`config.mk`:
```
export PLATFORM = sky130hd
export DESIGN_NAME = cdreg_port
export DESIGN_NICKNAME = d
export VERILOG_FILES = /design/src/rtl/cdreg_pkg.sv /design/src/rtl/cdreg_index.sv /design/src/rtl/cdreg_irq.sv /design/src/rtl/cdreg_file.sv /design/src/rtl/cdreg_port.sv
export SDC_FILE = /design/constraint.sdc
export NUM_CORES = 1
export LEC_CHECK = 0
export CELL_PAD_IN_SITES_DETAIL_PLACEMENT = 0
export CELL_PAD_IN_SITES_GLOBAL_PLACEMENT = 2
export CORE_UTILIZATION = 40
export CTS_CLUSTER_DIAMETER = 80
export DETAILED_ROUTE_END_ITERATION = 7
export DONT_BUFFER_PORTS = 1
export PLACE_DENSITY_LB_ADDON = 0.1
export SETUP_SLACK_MARGIN = 0.3
export SYNTH_ARGS = -nofsm -noshare
export SYNTH_HDL_FRONTEND = slang
export SYNTH_SLANG_ARGS = --single-unit
export TNS_END_PERCENT = 1
```
`constraint.sdc`:
```
create_clock -name clk -period 2.24 [get_ports clk]
set_input_delay 0.336 -clock clk [delete_from_list [all_inputs] [get_ports clk]]
set_output_delay 0.336 -clock clk [all_outputs]
set_load 0.005 [all_outputs]
```
`src/rtl/cdreg_pkg.sv`:
```
package cdreg_pkg;

  localparam logic [7:0] ST_TEND = 8'h40;
  localparam logic [7:0] ST_DEC  = 8'h20;
  localparam logic [7:0] ST_BUSY = 8'h08;
  localparam logic [7:0] ST_ENA  = 8'h02;
  localparam logic [7:0] IRQ_MSK = 8'h60;

  localparam logic [3:0] RX_STAT = 4'd1;
  localparam logic [3:0] RX_CNTL = 4'd2;
  localparam logic [3:0] RX_CNTH = 4'd3;
  localparam logic [3:0] WX_ADRL = 4'd4;
  localparam logic [3:0] WX_ADRH = 4'd5;
  localparam logic [3:0] WX_TRIG = 4'd6;
  localparam logic [3:0] WX_ACK  = 4'd7;
  localparam logic [3:0] WX_WAL  = 4'd8;
  localparam logic [3:0] WX_WAH  = 4'd9;
  localparam logic [3:0] WX_DC0  = 4'd10;
  localparam logic [3:0] WX_DC1  = 4'd11;
  localparam logic [3:0] WX_PTL  = 4'd12;
  localparam logic [3:0] WX_PTH  = 4'd13;
  localparam logic [3:0] RX_DS2  = 4'd14;
  localparam logic [3:0] X_TOP   = 4'd15;

  typedef struct packed {
    logic [7:0]  ifs;
    logic [7:0]  ifc;
    logic [11:0] cnt;
    logic [15:0] adr;
    logic [15:0] ptr;
    logic [15:0] wad;
    logic [7:0]  dc0;
    logic [7:0]  dc1;
    logic [7:0]  ds0;
    logic [7:0]  ds2;
    logic [7:0]  ds3;
    logic [31:0] hdm;
    logic [31:0] hds;
  } regs_t;

  localparam regs_t REGS_RST = '{
    ifs: 8'hFF, ifc: 8'h00, cnt: 12'h000, adr: 16'h0000,
    ptr: 16'h0000, wad: 16'h0000, dc0: 8'h00, dc1: 8'h00,
    ds0: 8'h00, ds2: 8'h00, ds3: 8'h80,
    hdm: 32'h0100_0000, hds: 32'h0000_0000
  };

  function automatic logic [7:0] stat2_f(input logic auto_md,
                                         input logic [1:0] c1_mf,
                                         input logic sub_form);
    return auto_md ? {4'b0, c1_mf[1], sub_form, 2'b0}
                   : {4'b0, c1_mf, 2'b0};
  endfunction

  function automatic logic [7:0] irq_state_f(input logic [7:0] ifs,
                                             input logic [7:0] ifc);
    return ~ifs & ifc & IRQ_MSK;
  endfunction

endpackage

```
`src/rtl/cdreg_index.sv`:
```
module cdreg_index #(
  parameter int IDX_W = 4
) (
  input  logic             clk,
  input  logic             rst_n,
  input  logic             ld,
  input  logic [IDX_W-1:0] ld_val,
  input  logic             access,
  input  logic             clr,
  output logic [IDX_W-1:0] idx
);

  localparam logic [IDX_W-1:0] ONE = {{(IDX_W-1){1'b0}}, 1'b1};

  logic at_zero;
  assign at_zero = (idx == '0);

  always_ff @(posedge clk or negedge rst_n) begin
    if (!rst_n)                 idx <= '0;
    else if (ld)                idx <= ld_val;
    else if (clr)               idx <= '0;
    else if (access && !at_zero) idx <= idx + ONE;
  end


  idx_step_chk: assert property (@(posedge clk) disable iff (!rst_n)
    (access && !ld && !clr && !at_zero) |=> (idx == $past(idx) + ONE));

  idx_hold0_chk: assert property (@(posedge clk) disable iff (!rst_n)
    (access && !ld && !clr && at_zero) |=> (idx == '0));

  idx_clr_chk: assert property (@(posedge clk) disable iff (!rst_n)
    (clr && !ld) |=> (idx == '0));

endmodule

```
`src/rtl/cdreg_irq.sv`:
```
module cdreg_irq
  import cdreg_pkg::*;
(
  input  logic       clk,
  input  logic       rst_n,
  input  logic [7:0] ifs,
  input  logic [7:0] ifc,
  input  logic       gate_en,
  output logic       irq_n,
  output logic       irq_req
);

  logic [7:0] int_state;
  logic       int_any;
  logic       int_prev;

  assign int_state = irq_state_f(ifs, ifc);
  assign int_any   = |int_state;
  assign irq_n     = ~int_any;

  always_ff @(posedge clk or negedge rst_n) begin
    if (!rst_n) begin
      int_prev <= 1'b0;
      irq_req  <= 1'b0;
    end else begin
      int_prev <= int_any;
      irq_req  <= gate_en && int_any && !int_prev;
    end
  end


  irq_pulse_chk: assert property (@(posedge clk) disable iff (!rst_n)
    irq_req |=> !irq_req);

  irq_cause_chk: assert property (@(posedge clk) disable iff (!rst_n)
    irq_req |-> ($past(gate_en) && $past(int_any)));

endmodule

```
`src/rtl/cdreg_file.sv`:
```
module cdreg_file
  import cdreg_pkg::*;
#(
  parameter int IDX_W = 4
) (
  input  logic             clk,
  input  logic             rst_n,
  input  logic [IDX_W-1:0] idx,
  input  logic             rd_stb,
  input  logic             wr_stb,
  input  logic [7:0]       wr_data,
  input  logic             xfer_done,
  input  logic             dec_done,
  input  logic [31:0]      dec_hdr,
  input  logic [31:0]      dec_sub,
  output logic [7:0]       rd_data,
  output logic [7:0]       ifs_o,
  output logic [7:0]       ifc_o,
  output logic [11:0]      cnt_o,
  output logic [15:0]      adr_o,
  output logic             xfer_start,
  output logic             soft_rst
);

  regs_t r, nxt;
  logic       hi_ok;
  logic [3:0] lo;
  logic       wr_hit, rd_hit, dec_fire, start_c;
  logic [7:0] rd_mux;
  logic [31:0] hsel;

  generate
    if (IDX_W > 4) begin : g_wide
      assign hi_ok = ~|idx[IDX_W-1:4];
    end else begin : g_narrow
      assign hi_ok = 1'b1;
    end
  endgenerate

  assign lo       = idx[3:0];
  assign wr_hit   = wr_stb && hi_ok;
  assign rd_hit   = rd_stb && hi_ok;
  assign dec_fire = dec_done && r.dc0[7];
  assign soft_rst = wr_hit && (lo == X_TOP);

  always_comb begin
    nxt     = r;
    start_c = 1'b0;
    if (xfer_done) begin
      nxt.ifs = (nxt.ifs | ST_BUSY | ST_ENA) & ~ST_TEND;
    end
    if (dec_fire) begin
      nxt.hdm = dec_hdr;
      nxt.hds = dec_sub;
      nxt.ds3 = 8'h00;
      nxt.ifs = nxt.ifs & ~ST_DEC;
      if (r.dc0[4]) nxt.ds2 = stat2_f(1'b1, r.dc1[3:2], dec_sub[21]);
    end
    if (wr_hit) begin
      case (lo)
        RX_STAT: begin
          nxt.ifc = wr_data;
          if (!wr_data[1]) nxt.ifs = nxt.ifs | ST_BUSY | ST_ENA;
        end
        RX_CNTL: nxt.cnt[7:0]  = wr_data;
        RX_CNTH: nxt.cnt[11:8] = wr_data[3:0];
        WX_ADRL: nxt.adr[7:0]  = wr_data;
        WX_ADRH: nxt.adr[15:8] = wr_data;
        WX_TRIG: begin
          if (r.ifc[1]) begin
            nxt.ifs = nxt.ifs & ~(ST_BUSY | ST_ENA);
            start_c = 1'b1;
          end
        end
        WX_ACK:  nxt.ifs = nxt.ifs | ST_TEND;
        WX_WAL:  nxt.wad[7:0]  = wr_data;
        WX_WAH:  nxt.wad[15:8] = wr_data;
        WX_DC0: begin
          nxt.dc0 = wr_data;
          nxt.ds0 = wr_data & 8'h80;
          nxt.ds2 = stat2_f(wr_data[4], r.dc1[3:2], r.hds[21]);
        end
        WX_DC1: begin
          nxt.dc1 = wr_data;
          nxt.ds2 = stat2_f(r.dc0[4], wr_data[3:2], r.hds[21]);
        end
        WX_PTL:  nxt.ptr[7:0]  = wr_data;
        WX_PTH:  nxt.ptr[15:8] = wr_data;
        X_TOP:   nxt = REGS_RST;
        default: ;
      endcase
    end
    if (rd_hit && (lo == X_TOP)) begin
      nxt.ds3 = 8'h80;
      nxt.ifs = nxt.ifs | ST_DEC;
    end
  end

  assign hsel = r.dc1[0] ? r.hds : r.hdm;

  always_comb begin
    rd_mux = 8'hFF;
    if (hi_ok) begin
      case (lo)
        4'd1:  rd_mux = r.ifs;
        4'd2:  rd_mux = r.cnt[7:0];
        4'd3:  rd_mux = {4'h0, r.cnt[11:8]};
        4'd4:  rd_mux = hsel[7:0];
        4'd5:  rd_mux = hsel[15:8];
        4'd6:  rd_mux = hsel[23:16];
        4'd7:  rd_mux = hsel[31:24];
        4'd8:  rd_mux = r.ptr[7:0];
        4'd9:  rd_mux = r.ptr[15:8];
        4'd10: rd_mux = r.wad[7:0];
        4'd11: rd_mux = r.wad[15:8];
        4'd12: rd_mux = r.ds0;
        4'd13: rd_mux = 8'h00;
        4'd14: rd_mux = r.ds2;
        4'd15: rd_mux = r.ds3;
        default: rd_mux = 8'hFF;
      endcase
    end
  end

  always_ff @(posedge clk or negedge rst_n) begin
    if (!rst_n) begin
      r          <= REGS_RST;
      rd_data    <= 8'h00;
      xfer_start <= 1'b0;
    end else begin
      r          <= nxt;
      xfer_start <= start_c;
      if (rd_stb) rd_data <= rd_mux;
    end
  end

  assign ifs_o = r.ifs;
  assign ifc_o = r.ifc;
  assign cnt_o = r.cnt;
  assign adr_o = r.adr;


  ds3_ack_chk: assert property (@(posedge clk) disable iff (!rst_n)
    (rd_hit && lo == X_TOP && !wr_stb && !dec_fire) |=> (r.ds3 == 8'h80 && r.ifs[5]));

  tend_ack_chk: assert property (@(posedge clk) disable iff (!rst_n)
    (wr_hit && lo == WX_ACK && !xfer_done) |=> r.ifs[6]);

  out_abort_chk: assert property (@(posedge clk) disable iff (!rst_n)
    (wr_hit && lo == RX_STAT && !wr_data[1]) |=> (r.ifs[3] && r.ifs[1] && !xfer_start));

  soft_rst_chk: assert property (@(posedge clk) disable iff (!rst_n)
    soft_rst |=> (r.ifs == 8'hFF && r.ds3 == 8'h80 && r.cnt == 12'h000));

  dec_pend_chk: assert property (@(posedge clk) disable iff (!rst_n)
    (dec_fire && !wr_stb && !rd_stb) |=> (!r.ifs[5] && r.ds3 == 8'h00));

  rd_hold_chk: assert property (@(posedge clk) disable iff (!rst_n)
    !rd_stb |=> $stable(rd_data));

endmodule

```
`src/rtl/cdreg_port.sv`:
```
module cdreg_port #(
  parameter int IDX_W = 4
) (
  input  logic             clk,
  input  logic             rst_n,
  input  logic             idx_ld,
  input  logic [IDX_W-1:0] idx_in,
  input  logic             rd_stb,
  input  logic             wr_stb,
  input  logic [7:0]       wr_data,
  output logic [7:0]       rd_data,
  output logic [IDX_W-1:0] idx_o,
  input  logic             gate_en,
  input  logic             xfer_done,
  input  logic             dec_done,
  input  logic [31:0]      dec_hdr,
  input  logic [31:0]      dec_sub,
  output logic             xfer_start,
  output logic [11:0]      xfer_count,
  output logic [15:0]      xfer_addr,
  output logic             irq_n,
  output logic             irq_req
);

  logic [7:0] ifs_w, ifc_w;
  logic       soft_rst_w;
  logic       access_w;

  assign access_w = rd_stb || wr_stb;

  cdreg_index #(.IDX_W(IDX_W)) u_index (
    .clk    (clk),
    .rst_n  (rst_n),
    .ld     (idx_ld),
    .ld_val (idx_in),
    .access (access_w),
    .clr    (soft_rst_w),
    .idx    (idx_o)
  );

  cdreg_file #(.IDX_W(IDX_W)) u_file (
    .clk        (clk),
    .rst_n      (rst_n),
    .idx        (idx_o),
    .rd_stb     (rd_stb),
    .wr_stb     (wr_stb),
    .wr_data    (wr_data),
    .xfer_done  (xfer_done),
    .dec_done   (dec_done),
    .dec_hdr    (dec_hdr),
    .dec_sub    (dec_sub),
    .rd_data    (rd_data),
    .ifs_o      (ifs_w),
    .ifc_o      (ifc_w),
    .cnt_o      (xfer_count),
    .adr_o      (xfer_addr),
    .xfer_start (xfer_start),
    .soft_rst   (soft_rst_w)
  );

  cdreg_irq u_irq (
    .clk     (clk),
    .rst_n   (rst_n),
    .ifs     (ifs_w),
    .ifc     (ifc_w),
    .gate_en (gate_en),
    .irq_n   (irq_n),
    .irq_req (irq_req)
  );

endmodule

```
==> summary.md, run 1 <==
| Metric | Value |
|---|---|
| CP Capture Type | `flop` |
| CTS Hold Bufs | `2` |
| Hold Vio Cnt, Final | `168` |
| Max-slew violations | `0` |
| Worst Tran Pin Value | `0.596 ns` |
| Max VDD drop | `0.502 mV` |
| Outcome | `finished, violations left` |
| Failing checks | `negative hold slack` |
| DP Worst Slack | `0.114 ns` |
| Synthesized Nets | `910` |
| Ant diodes | `0` |
| F_max | `498 MHz` |
| H-tree depth | `4` |
| Simple-gate area share of the yosys netlist | `0.160` |
| Die height | `144 um` |
| Dpl hpwl | `16500 um` |
| Slew margin rel. | `0.602` |
| CTS Root Buffer Type | `clkbuf_16` |
| # setup viols final | `0` |
| Mux share of post-synthesis cell area | `0.0942` |
| GRT Total Usage | `0.238` |
| 1st-iter DRT viols | `397` |
| Unique masters post-synth | `55` |
| Initial antenna violation count | `0` |
| Die area | `0.0209 mm^2` |
| CP arrival | `2.31 ns` |
| Port Buf Inserts | `0` |
| Vias per inst | `5.55` |
| Initial Util | `0.413` |
| Critical path cell sequence | `inv_1 -> ha_1 -> buf_4 -> a22oi_1 -> a21oi_1 -> or3_1 -> o32a_1` |
| Largest family of logic cells by synthesized area | `simple AND/OR/NAND/NOR gates` |
| First-pass GRT wire length | `36200 um` |
| Max stage delay on crit path | `0.41 ns` |
| Crit path buffers/inverters | `2` |
| Final nets | `879` |
| Number of cell rows | `51` |
| Ys flop type | `dfrtp_1` |
| Clk sinks | `168` |
| Fin crit share | `0.896` |
| First drt pass iteration count | `5` |
| P per Cell Area | `1280 mW/mm^2` |
| Post-Synth XOR/XNOR Area | `0.00216` |
| Final Cell Area | `0.00879 mm^2` |
| Unrepaired setup endpoints after global routing | `true` |
| DRC | `0` |
| Setup ws final | `0.232 ns` |
| TritonCTS Buffers | `17` |
| Yosys warning count | `0` |
| Synth Area in Compound Gates | `0.149` |
| Worst hold path type | `input port to async pin` |
| Synth top area cells | `dfrtp_1 (50%), nand2_1 (9.2%), mux2i_1 (5.7%)` |
| WP data required | `2.54 ns` |
| Footprint of the multi-input gates | `0.00336 mm^2` |
| CP top delay family | `compound AO/OA/AOI/OAI gates` |
| Area grow syn2layout | `8.29%` |
| Post-route ant nets | `0` |
| Num ports | `127` |
| Dominant cell type by area after synthesis | `dfrtp_1` |
| Post-Syn Area | `0.00812 mm^2` |
| Final WL | `23300 um` |
| Leakage Power | `3.84 nW` |
| Placer Congestion | `0.869` |
| Mapped Cells | `822` |
| Total number of vias | `5928` |
| Final TNS setup | `0 ns` |
| Avg WL per Cell | `21.8 um` |
| CP Launch Type | `flop` |
| Sequential-to-total area share from yosys stat | `0.519` |
| Die X-Extent | `144 um` |
| Crit-path max FO | `10` |
| Final Power | `11.3 mW` |
| Placed cell area | `0.00819 mm^2` |
| Max cap viols | `0` |
| Worst-Skew Late Latency | `0.42 ns` |
| Sequential cell area | `0.00422 mm^2` |
| Clock-pin slew on the worst setup and hold paths | `0.07 ns` |
| Synth top area share | `0.496` |
| Largest net degree at the start of global routing | `169` |
| Number of synthesized flops with an enable pin | `0` |
| Vias in the first global route | `6049` |
| Number of synthesized register bits | `168` |
| Post-Synth Adder-Cell Area | `0.00617` |
| Minimum clock period | `2.01 ns` |
| Clk buf depth | `2` |
| Overflow after GRT | `0` |
| Post-synthesis async set-or-reset flop share | `1.00` |
| Fraction of layout cells with a size suffix above 1 | `0.139` |
| Critical-path top delay cell | `dfrtp_1` |
| Worst Setup Path Type | `flop to flop` |
| Fill cells | `1932` |
| Hold Slack | `-0.391 ns` |
| Clock skew | `0.00930 ns` |
| Core Area | `0.0197 mm^2` |
| TritonCTS clock tree | `yes` |
| Avg Cell Area, Syn | `9.87 um^2` |
[where the power goes]
group	internal (mW)	total, mW	switching (mW)
clock	1.56	2.83	1.27
combinational	1.40	3.19	1.78
sequential	4.31	5.26	0.949
total	7.28	11.3	4.00
[cells in the mapped netlist, drive strengths merged, types with 8 or more instances]
library cell,instances
a21oi,82
a22oi,12
and2,17
and3,8
buf,67
clkbuf,12
dfrtp,161
inv,8
mux2,27
mux2i,46
nand2,199
nand3,11
nor2,22
nor3b,8
o21ai,52
o22ai,23
[metal layers]
metal / share of wire / global-route usage / wire (um)
met1: 0.44 / 0.314 / 10200
met2: 0.48 / 0.390 / 11300
met3: 0.063 / 0.0536 / 1460
met4: 0.016 / 0.0693 / 373
met5: 0 / 0 / 0
[metrics by stage]
stage | instances | util
after floorplan | 822 | -
after global placement | 1033 | 0.417
after detailed placement | 1033 | 0.417
after CTS | 1068 | 0.447
after global routing | 1068 | 0.447
final | 1068 | 0.447
[what timing repair did]
| action | in CTS | in global routing |
|---|---|---|
| endpoints found under the setup margin | 102 | 94 |
| hold endpoints to repair | 170 | 168 |
| gates resized for setup | 1 | 2 |
| buffers inserted | 2 | 0 |
| gates cloned | 0 | 0 |
| pin swaps | 1 | 0 |
[registers in the layout (all words and copies together) (netlist names)]
name	flops
u_file.xfer_start	1
u_file.ifs_o	5
u_file.cnt_o	12
u_irq.int_prev	1
u_irq.irq_req	1
u_index.idx	4
u_file.ifc_o	3
u_file.rd_data	8
u_file.adr_o	16
u_file.r	117
[cell type report]
cell class | count | share of cell area
clock buffers | 18 | 0.0500
clock inverters | 13 | 0.0135
inverters | 8 | 0.00342
multi-input cells | 567 | 0.382
flip-flops and latches | 168 | 0.480
well taps | 265 | 0.0377
repair buffers | 29 | 0.0339
[path summary, 6_finish.rpt]
kind                                endpoint      startpoint  slack [ns]  cells past startpoint
max                        u_file.rd_data[5]  u_index.idx[0]        0.23                      7
min                          u_file.cnt_o[3]           rst_n       -0.39                      0
max reg2reg                u_file.rd_data[5]  u_index.idx[0]        0.23                      7
min reg2reg                    u_irq.irq_req  u_irq.int_prev        0.42                      1
max in group asynchronous       u_file.r[71]           rst_n        2.27                      0
min in group clk              u_index.idx[0]          idx_ld        0.02                      1
[cells by family (layout without fill, tap and decap cells)]
kind of cell | count (synthesis) | in the layout
AOI/OAI and AO/OA | 198 | 198
xor gates and xnor gates | 2 | 2
muxes | 73 | 73
buffers and inverters | 87 | 68
and+or+nand+nor | 290 | 290
DFF | 168 | 168
adders and majority gates | 4 | 4
[cells in the final DEF, fill, tap and decap left out, drive strengths merged, types with 7 or more instances in the layout]
| cell | synthesis | final |
|---|---|---|
| nor3b | 8 | 8 |
| a22oi | 12 | 12 |
| and3 | 8 | 8 |
| dfstp | 7 | 7 |
| mux2 | 27 | 27 |
| mux2i | 46 | 46 |
| dfrtp | 161 | 161 |
| o22ai | 23 | 23 |
| o21ai | 52 | 52 |
| inv | 8 | 12 |
| nor2 | 22 | 22 |
| a21oi | 82 | 82 |
| buf | 67 | 27 |
| nand3 | 11 | 11 |
| and2 | 17 | 17 |
| clkbuf | 12 | 18 |
| nand2 | 199 | 199 |
Power figures use the tool's default switching activity.
==> run 2: changes to the inputs <==
--- a/config.mk
+++ b/config.mk
@@ -13,4 +13,5 @@
 export DONT_BUFFER_PORTS = 1
 export PLACE_DENSITY_LB_ADDON = 0.1
+export RECOVER_POWER = 100
 export SETUP_SLACK_MARGIN = 0.3
 export SYNTH_ARGS = -nofsm -noshare
==> constraint.sdc (replaced) <==
create_clock -name clk -period 2.24 [get_ports clk]
set_input_delay 0.672 -clock clk [delete_from_list [all_inputs] [get_ports clk]]
set_output_delay 0.672 -clock clk [all_outputs]
set_load 0.005 [all_outputs]
==> summary.md, run 2 (synthesis gave the netlist of run 1 again) <==
| Metric | Value |
|---|---|
| DP Worst Slack | `0.165 ns` |
| CP Capture Type | `output pin` |
| TritonCTS Buffers | `17` |
| Die height | `144 um` |
| Fill cells | `1987` |
| CTS Root Buffer Type | `clkbuf_16` |
| Core Area | `0.0197 mm^2` |
| Worst-Skew Late Latency | `0.43 ns` |
| Finished Layout Cells | `1068` |
| Unrepaired setup endpoints after global routing | `true` |
| Area grow syn2layout | `8.31%` |
| Placed cell area | `0.00820 mm^2` |
| Commonest non-fill, non-tap cell in the layout | `nand2_1` |
| Minimum clock period | `2.07 ns` |
| F_max | `484 MHz` |
| Clock-pin slew on the worst setup and hold paths | `0.07 ns` |
| Max cap viols | `0` |
| Final TNS setup | `0 ns` |
| Clk buf depth | `2` |
| Clk sinks | `168` |
| Initial antenna violation count | `0` |
| Final WL | `23200 um` |
| Placer Congestion | `0.862` |
| Die X-Extent | `144 um` |
| Hold Slack | `-0.0723 ns` |
| Hold Vio Cnt, Final | `161` |
| Total number of vias | `5895` |
| Dpl hpwl | `16700 um` |
| Die area | `0.0209 mm^2` |
| Max stage delay on crit path | `0.53 ns` |
| DRC | `0` |
| Clock skew | `0.0106 ns` |
| Avg WL per Cell | `21.7 um` |
| Max VDD drop | `0.563 mV` |
| Vias in the first global route | `6001` |
| Num ports | `127` |
| First drt pass iteration count | `4` |
| Crit path buffers/inverters | `1` |
| Setup ws final | `0.172 ns` |
| Overflow after GRT | `0` |
| CP arrival | `1.40 ns` |
| Fin crit share | `0.923` |
| GRT Total Usage | `0.239` |
| Failing checks | `negative hold slack` |
| # setup viols final | `0` |
| Worst hold path type | `input port to async pin` |
| TritonCTS clock tree | `yes` |
| Worst Setup Path Type | `flop to output pin` |
| Final Power | `11.6 mW` |
| Ant diodes | `0` |
| Largest net degree at the start of global routing | `169` |
| H-tree depth | `4` |
| Placed insts | `1036` |
| Max reg flops | `117` |
| Outcome | `finished, violations left` |
| Slew margin rel. | `0.427` |
| 1st-iter DRT viols | `292` |
| Vias per inst | `5.52` |
| Leakage Power | `3.85 nW` |
| Fraction of layout cells with a size suffix above 1 | `0.128` |
| First-pass GRT wire length | `36000 um` |
| CP Launch Type | `flop` |
| WP data required | `1.57 ns` |
| Crit-path max FO | `3` |
| CP top delay family | `flip-flops` |
| Commonest non-fill, non-tap cells in the layout | `nand2_1 (197), dfrtp_1 (160), a21oi_1 (79)` |
| Max-slew violations | `0` |
| Initial Util | `0.413` |
| Largest register by flop count | `u_file.r` |
| Number of cell rows | `51` |
| Final Cell Area | `0.00879 mm^2` |
| P per Cell Area | `1320 mW/mm^2` |
| Worst Tran Pin Value | `0.860 ns` |
| Critical path cell sequence | `inv_1 -> a22oi_1` |
| Post-route ant nets | `0` |
| Port Buf Inserts | `0` |
| Critical-path top delay cell | `dfstp_1` |
| Final Core Density | `0.447` |
| Final nets | `879` |
[run 2: cell types whose count changed in the layout (fill, tap and decap cells not counted), sizes merged]
cell,before,now
bufinv,1,4
clkinvlp,4,1
clkbuf,18,25
clkinv,4,3
dlygate4sd3,2,0
buf,27,21
inv,12,14
[run 2: power by group]
| group | total, mW | leakage (nW) | internal (mW) | switching (mW) |
|---|---|---|---|---|
| combinational | 3.17 | 1.45 | 1.38 | 1.79 |
| clock | 3.22 | 0.309 | 1.90 | 1.32 |
| sequential | 5.24 | 2.09 | 4.31 | 0.933 |
| total | 11.6 | 3.85 | 7.59 | 4.04 |
[run 2: worst paths after layout]
kind / startpoint / end / slack (ns) / cells after the start
max in group asynchronous: rst_n / u_file.r[71] / 2.06 / 0
min reg2reg: u_irq.int_prev / u_irq.irq_req / 0.41 / 1
max: u_file.ifs_o[5] / irq_n / 0.17 / 2
min: rst_n / u_file.cnt_o[3] / -0.07 / 0
max reg2reg: u_index.idx[0] / u_file.r[115] / 0.22 / 4
min in group clk: xfer_done / u_file.ifs_o[6] / 0.31 / 1
[run 2: layout make-up]
class | count | area [um^2] | area share
well taps | 265 | 332 | 0.0377
clock buffers | 17 | 425 | 0.0484
clock inverters | 14 | 211 | 0.0241
flip-flops and latches | 168 | 4220 | 0.480
multi-input cells | 567 | 3320 | 0.378
inverters | 8 | 30.0 | 0.00342
repair buffers | 29 | 254 | 0.0289
[run 2: per-layer routing]
layer / GRT usage / up-vias / routed length, um
li1: - / 2761 / -
met1: 0.317 / 2947 / 10400
met2: 0.384 / 156 / 11100
met3: 0.0490 / 31 / 1200
met4: 0.0859 / 0 / 516
met5: 0 / - / 0
[run 2: what timing repair did]
| item | 4_1_cts | 5_1_grt |
|---|---|---|
| setup endpoints to repair | 29 | 90 |
| hold endpoints to repair | 161 | 161 |
| setup buffers | 1 | 0 |
| pin swaps | 1 | 0 |
| resized for setup | 3 | 2 |
==> run 3: changes to the inputs <==
CORE_UTILIZATION = 43   (was 40)
CTS_CLUSTER_SIZE = 14   (was unset)
clock period = 2.5 ns   (was 2.24 ns; I/O delays follow)
==> summary.md, run 3 (synthesis gave the netlist of run 1 again) <==
| Metric | Value |
|---|---|
| Commonest non-fill, non-tap cells in the layout | `nand2_1 (197), dfrtp_1 (160), a21oi_1 (80)` |
| Die height | `139 um` |
| Dpl hpwl | `16400 um` |
| Clock-pin slew on the worst setup and hold paths | `0.06 ns` |
| RR Startpoint | `u_index.idx[0]` |
| Placed insts | `996` |
| Clk buf depth | `2` |
| Sequential share of power | `0.467` |
| Core Area | `0.0182 mm^2` |
| Worst Setup Path Type | `flop to flop` |
| Die X-Extent | `139 um` |
| CP Launch Point | `u_index.idx[0]` |
| DRC | `0` |
| Comb pwr share | `0.274` |
| Outcome | `finished, final reports clean` |
| Clk sinks | `168` |
| Worst-Skew Late Latency | `0.43 ns` |
| Total number of vias | `5850` |
| Worst r2r dst | `u_file.adr_o[11]` |
| CTS Root Buffer Type | `clkbuf_16` |
| Placer Congestion | `0.922` |
| Worst Tran Pin Value | `1.08 ns` |
| Setup ws final | `0.244 ns` |
| Slew margin rel. | `0.283` |
| Die area | `0.0194 mm^2` |
| Sw power | `3.66 mW` |
| Setup Fix Bufs, Post-CTS | `0` |
| Final Power | `10.2 mW` |
| Sw Ratio | `0.359` |
| CP arrival | `2.57 ns` |
| CP endpoint | `u_file.adr_o[11]` |
| WP data required | `2.81 ns` |
| Largest net degree at the start of global routing | `119` |
| First-pass GRT wire length | `36200 um` |
| Worst hold path type | `input port to async pin` |
| Final Core Density | `0.479` |
| Placed cell area | `0.00812 mm^2` |
| Final Cell Area | `0.00871 mm^2` |
| Initial Util | `0.446` |
| Finished Layout Cells | `1033` |
| Hold Vio Cnt, Final | `0` |
| Internal | `6.53 mW` |
| Final nets | `879` |
| F_max | `443 MHz` |
| Post-route ant nets | `0` |
| Reg2reg path depth | `5` |
| TritonCTS clock tree | `yes` |
| Fin crit share | `0.902` |
| GRT Total Usage | `0.251` |
| Worst reg2reg setup slack | `0.24 ns` |
| Max cap viols | `0` |
| Unrepaired setup endpoints after global routing | `true` |
| Final TNS setup | `0 ns` |
| Minimum clock period | `2.26 ns` |
| Avg WL per Cell | `22.7 um` |
| Vias in the first global route | `5947` |
| Hold Slack | `0.0166 ns` |
| Largest register by flop count | `u_file.r` |
| Max VDD drop | `0.444 mV` |
| Clock skew | `0.0103 ns` |
| First drt pass iteration count | `4` |
| Area grow syn2layout | `7.35%` |
| Max reg flops | `117` |
| Crit-path max FO | `22` |
| # setup viols final | `0` |
| Num ports | `127` |
| Ant diodes | `0` |
| DP Worst Slack | `0.216 ns` |
| Overflow after GRT | `0` |
| Initial antenna violation count | `0` |
| Vias per inst | `5.66` |
| Port Buf Inserts | `0` |
| Leakage Power | `3.83 nW` |
| Max-slew violations | `0` |
| CP Capture Type | `flop` |
| 1st-iter DRT viols | `367` |
| Final WL | `23400 um` |
| H-tree depth | `4` |
| TritonCTS Buffers | `17` |
| Clock power frac | `0.259` |
| P per Cell Area | `1170 mW/mm^2` |
| Number of cell rows | `49` |
| Fraction of layout cells with a size suffix above 1 | `0.129` |
| CP Launch Type | `flop` |
| Commonest non-fill, non-tap cell in the layout | `nand2_1` |
==> run 3: area by class of cell <==
type | instances | area, um^2
inverters | 8 | 30.0
well taps | 229 | 287
clock inverters | 13 | 139
clock buffers | 19 | 453
fillers | 1755 | 9500
multi-input cells | 567 | 3320
flip-flops and latches | 168 | 4210
repair buffers | 29 | 269
==> run 3: worst max-delay path, stage by stage, from the launching register on <==
cell and delay [ns]:
dfrtp_1 0.48, ha_1 0.19, buf_4 0.28, nand2_1 0.25, a21oi_2 0.54, mux2_2 0.40
==> run 3: how the worst min path moves through the flow <==
stage	from	depth (start not counted)	slack, ns	end
floorplan	u_irq.int_prev	1	0.38	u_irq.irq_req
global placement	u_irq.int_prev	1	0.39	u_irq.irq_req
detailed placement	u_irq.int_prev	1	0.40	u_irq.irq_req
CTS	rst_n	0	0.002	u_file.r[134]
global route	rst_n	0	0.0007	u_file.ifc_o[1]
finish	rst_n	0	0.02	u_file.r[129]
==> run 3: power by group through the flow <==
| stage | clock network (mW) | logic [mW] | registers (mW) |
|---|---|---|---|
| final | 2.64 | 2.80 | 4.76 |
| after floorplan | 0 | 2.54 | 4.36 |
| after CTS | 2.69 | 2.85 | 4.78 |
| after global placement | 0 | 2.75 | 4.79 |
| after detailed placement | 0 | 2.82 | 4.81 |
| after global routing | 2.80 | 3.13 | 4.91 |
==> run 3: timing repair <==
item,CTS,global route
gates resized for setup,1,1
hold buffers,4,1
setup endpoints to repair,8,101
hold endpoints to repair,41,4
==> run 3: per-layer routing <==
| metal | up-vias | share of wire | global-route usage |
|---|---|---|---|
| met2 | 155 | 0.49 | 0.411 |
| met5 | - | 0 | 0 |
| met1 | 2917 | 0.44 | 0.334 |
| li1 | 2757 | - | - |
| met4 | 0 | 0.014 | 0.0614 |
| met3 | 21 | 0.053 | 0.0626 |
